## src/rtl/irq_hub.sv

```systemverilog
module irq_hub #(
  parameter int NPINS       = 6,
  parameter int SYNC_STAGES = 2,
  parameter int VEC_W       = 13,
  parameter logic [VEC_W-1:0] VECTOR = 13'h0004
) (
  input  logic             clk,
  input  logic             rst_n,
  input  logic [2:0]       reg_addr,
  input  logic             wr_en,
  input  logic             rd_en,
  input  logic [7:0]       wr_data,
  output logic [7:0]       rd_data,
  input  logic             ext_pin,
  input  logic [NPINS-1:0] port_pins,
  input  logic             tmr_ovf_evt,
  input  logic [3:0]       periph_evt,
  input  logic             irq_ack,
  input  logic             irq_ret,
  output logic             irq_req,
  output logic [VEC_W-1:0] irq_vector
);
  localparam logic [2:0] A_CORE = 3'd0, A_PEN = 3'd1, A_PFLG = 3'd2,
                         A_CHGEN = 3'd3, A_EDGE = 3'd4, A_PORT = 3'd5;
  localparam logic [7:0] PMASK = 8'hC9;
  localparam int PW = SYNC_STAGES * NPINS;

  logic [SYNC_STAGES-1:0] ext_pipe;
  logic [PW-1:0]          pin_pipe;
  logic                   ext_prev;
  logic [NPINS-1:0]       snap, chg_en;
  logic                   edge_sel;
  logic [7:0]             core_q, pen_q, pflag_q;
  logic [7:0]             core_d, pflag_d, pevt;

  wire             ext_s  = ext_pipe[SYNC_STAGES-1];
  wire [NPINS-1:0] pins_s = pin_pipe[PW-1 -: NPINS];
  wire ext_edge = edge_sel ? (ext_s & ~ext_prev) : (~ext_s & ext_prev);
  wire pin_chg  = |((pins_s ^ snap) & chg_en);
  wire wr_core  = wr_en && reg_addr == A_CORE;
  wire wr_pflg  = wr_en && reg_addr == A_PFLG;

  assign pevt = {periph_evt[3], periph_evt[2], 2'b00, periph_evt[1], 2'b00, periph_evt[0]};

  always_ff @(posedge clk or negedge rst_n)
    if (!rst_n) begin
      ext_pipe <= '0;
      pin_pipe <= '0;
      ext_prev <= 1'b0;
    end else begin
      ext_pipe <= {ext_pipe[SYNC_STAGES-2:0], ext_pin};
      pin_pipe <= {pin_pipe[PW-NPINS-1:0], port_pins};
      ext_prev <= ext_s;
    end

  always_comb begin
    core_d    = wr_core ? wr_data : core_q;
    core_d[2] = core_d[2] | tmr_ovf_evt;
    core_d[1] = core_d[1] | ext_edge;
    core_d[0] = core_d[0] | pin_chg;
    if (irq_ack)      core_d[7] = 1'b0;
    else if (irq_ret) core_d[7] = 1'b1;
    pflag_d = ((wr_pflg ? wr_data : pflag_q) | pevt) & PMASK;
  end

  always_ff @(posedge clk or negedge rst_n)
    if (!rst_n) begin
      core_q   <= '0;
      pen_q    <= '0;
      pflag_q  <= '0;
      chg_en   <= '0;
      edge_sel <= 1'b1;
      snap     <= '0;
    end else begin
      core_q  <= core_d;
      pflag_q <= pflag_d;
      if (wr_en && reg_addr == A_PEN)   pen_q    <= wr_data & PMASK;
      if (wr_en && reg_addr == A_CHGEN) chg_en   <= wr_data[NPINS-1:0];
      if (wr_en && reg_addr == A_EDGE)  edge_sel <= wr_data[0];
      if (rd_en && reg_addr == A_PORT)  snap     <= pins_s;
    end

  always_comb begin
    rd_data = '0;
    case (reg_addr)
      A_CORE:  rd_data = core_q;
      A_PEN:   rd_data = pen_q;
      A_PFLG:  rd_data = pflag_q;
      A_CHGEN: rd_data[NPINS-1:0] = chg_en;
      A_EDGE:  rd_data[0] = edge_sel;
      A_PORT:  rd_data[NPINS-1:0] = pins_s;
      default: rd_data = '0;
    endcase
  end

  assign irq_req = core_q[7] & ((|(core_q[5:3] & core_q[2:0])) |
                                (core_q[6] & (|(pen_q & pflag_q))));
  assign irq_vector = VECTOR;
endmodule

```

## config.mk

```make
export PLATFORM = sky130hd
export DESIGN_NAME = irq_hub
export DESIGN_NICKNAME = d
export VERILOG_FILES = /design/src/rtl/irq_hub.sv
export SDC_FILE = /design/constraint.sdc
export NUM_CORES = 1
export LEC_CHECK = 0
export ABC_AREA = 1
export BUFFER_PORTS_ARGS = -buffer_cell sky130_fd_sc_hd__buf_2
export CAP_MARGIN = 40
export CORE_MARGIN = 8
export CORE_UTILIZATION = 50
export CTS_CLUSTER_SIZE = 24
export DETAILED_ROUTE_END_ITERATION = 16
export PLACE_DENSITY = 0.86
export REMOVE_ABC_BUFFERS = 1
export SLEW_MARGIN = 20
export SYNTH_ARGS = -nofsm -noshare
export SYNTH_HDL_FRONTEND = slang
export SYNTH_SLANG_ARGS = --single-unit
export TNS_END_PERCENT = 50
```

## constraint.sdc

```tcl
create_clock -name clk -period 1.2 [get_ports clk]
set_clock_uncertainty 0.1 [all_clocks]
set_input_delay 0.06 -clock clk [delete_from_list [all_inputs] [get_ports clk]]
set_output_delay 0.06 -clock clk [all_outputs]
set_load 0.005 [all_outputs]
```

==> metrics.cfg <==
[critical_path]
crit_arrival_ns=1.23
crit_top_cell=a21oi_2
max_stage_delay_ns=0.40
crit_chain=nand2_1 > nand2_2 > a21oi_2 > a21oi_2 > buf_2
cp_max_fo=2
crit_path_top_delay_cell=dfrtp_1
cp-end-kind=output port
cp.required_ns=1.04
crit_type=register to output port
start_kind=register

[final_layout]
syn2layout_area_growth_pct=31.2
num-fill-cells=330
ff_latch_area_mm2=0.00110
antenna_cells=0
multi_input_area_um2=898
stdcell_count=381
finish.utilization=0.665
drive_above_1_share=0.310
fin_nets=358
design_area_mm2=0.00284

[sta]
fin_ws_ns=-0.188
hold_viol=0
fmax_mhz=720
rsz0062_at_grt=true
report.final.slew_viol_count=0
setup_viol=10
period_needed_ns=1.39
fin_crit_sh=1.16

[clock_network]
clock_tree.buffer_depth=2
clock_latency_ns=0.30
htree_levels=2
cts_tree=built
cts_root_buf=clkbuf_8
clkSinkCount=44
clkTransAtPathRegs_ns=0.08
cts_buffers=5

[logic_synthesis]
synthCells=255
yosys_warnings=0
synth_xor_area_frac=0
synth-simple-area-share=0.280
synth_adder_area_share=0
yosysUniqueCellTypes=23
yosysSeqAreaShare=0.510
avgSynthCellArea_um2=8.47
netlist_area_mm2=0.00216
synth-seq-cells=44
synth.area.mux_share=0
synth-compound-area-share=0.0886
synth_top_family_by_area=simple AND/OR/NAND/NOR gates

[detailed_routing]
route.detailed.wl_per_inst_um=14.0
drc=0
ant_nets=0
firstDrtPassIters=4
vias=1913
drt-total-wl_mm=5.34
drtIter0Drc=172
via_per_inst=5.02

[die]
die_h_um=81.7
fp.coreArea_mm2=0.00426
boundaryPins=51
die_width_um=81.7
rows=24
start_util=0.507
dieArea_mm2=0.00668

[grt]
grt_pass1_wl_mm=8.58
grt_pass1_vias=1882
grt_use_total=0.167
grt_overflow=0
grt_max_degree=45
antenna_found_initial=0

[placed_design]
place.gp.congestion=0.872
numPortBuffers=37
placed_cells=342
place_area_mm2=0.00236
dp.final_hpwl_mm=3.48

[run_status]
violations=negative setup slack
status=complete, but fails checks

[job]
max-cap-violations=0

[pwr]
power.density_mw_per_mm2=1250
ir_drop_mv=0.976
p_leak_nw=1.49

[min_path]
hold_path_class=primary input to register

Yosys cell counts, drive strengths merged:
| cell | instances | area [um^2] |
|---|---|---|
| a21oi | 10 | 50.1 |
| buf | 16 | 128 |
| conb | 2 | 7.51 |
| dfrtp | 43 | 1080 |
| dfstp | 1 | 26.3 |
| inv | 33 | 126 |
| nand2 | 95 | 394 |
| nand3 | 19 | 105 |
| nand4 | 3 | 18.8 |
| nor2 | 9 | 81.3 |
| o211ai | 3 | 22.5 |
| o21ai | 20 | 119 |
| or2 | 1 | 6.26 |
flip-flops by register name, summed over array words and instances (netlist names):
register / cells
snap: 6
pen_q: 4
pin_pipe: 12
core_q: 8
pflag_q: 4
ext_prev: 1
chg_en: 6
edge_sel: 1
ext_pipe: 2
routing by layer:
layer | vias up | GRT usage | part of all wire
met1 | 885 | 0.206 | 0.40
met5 | - | 0 | 0
met2 | 93 | 0.253 | 0.48
li1 | 918 | - | -
met4 | 0 | 0.0877 | 0.032
met3 | 17 | 0.0580 | 0.090
layout by cell type (no fill, tap or decap), types with 4 or more instances in the layout:
cell type      instances
a21oi_1                8
buf_2                 35
buf_4                  6
buf_6                  5
clkbuf_8               7
conb_1                13
dfrtp_1               43
dlygate4sd3_1         25
inv_1                 23
inv_2                  9
nand2_1               77
nand2_2               15
nand3_1               13
nand3_2                6
nor2_1                 4
o21ai_1               13
o21ai_2                5
layout make-up:
type	count	area share
Clock buffer	7	0.0340
Multi-Input combinational cell	173	0.317
Inverter	33	0.0446
Timing Repair Buffer	72	0.193
Sequential cell	44	0.389
Tap cell	52	0.0229
path summary, 6_finish.rpt:
path                             start     endpoint  slack, ns  cells after the start
setup / recovery             core_q[2]      irq_req      -0.19                      5
hold / removal             reg_addr[0]     edge_sel       0.02                      4
setup reg to reg              edge_sel    core_q[1]      -0.01                      6
hold reg to reg            pin_pipe[3]  pin_pipe[9]       0.25                      0
max in group asynchronous        rst_n     edge_sel       0.59                      3
min in group asynchronous        rst_n    core_q[6]       0.15                      3
stage by stage:
step | setup WS (ns) | total power, mW | hold slack [ns] | TNS [ns]
floorplan | 0.110 | 2.15 | -0.336 | 0
global placement | 0.103 | 2.37 | -0.0503 | 0
detailed placement | 0.101 | 2.40 | -0.0477 | 0
CTS | -0.144 | 3.47 | 0.0261 | -0.477
global route | -0.202 | 3.72 | 0.0536 | -1.20
finish | -0.188 | 3.55 | 0.0235 | -0.741
kinds of logic after synthesis:
group | Yosys count
buffers and inverters | 49
flip-flops | 44
AO/OA/AOI/OAI | 33
AND/OR/NAND/NOR | 127
other | 2
critical path: cells and delay by family (launching register included):
kind,cells,cell delay [ns]
DFF,1,0.40
buffers and inverters,1,0.13
and+or+nand+nor,2,0.18
AOI/OAI and AO/OA,2,0.22
where the power goes:
part,internal (mW),total [mW],switching (mW)
logic,0.346,0.750,0.404
clock network,0.512,0.993,0.481
registers,1.66,1.80,0.140
timing repair:
action                     4_1_cts  5_1_grt
setup endpoints to repair        5       10
pin swaps                        4        6
hold endpoints to repair        74        0
gates resized for setup          9       14
buffers inserted                 2        5
gates cloned                     0        0
hold buffers                    25        0
Power figures use the tool's default switching activity.
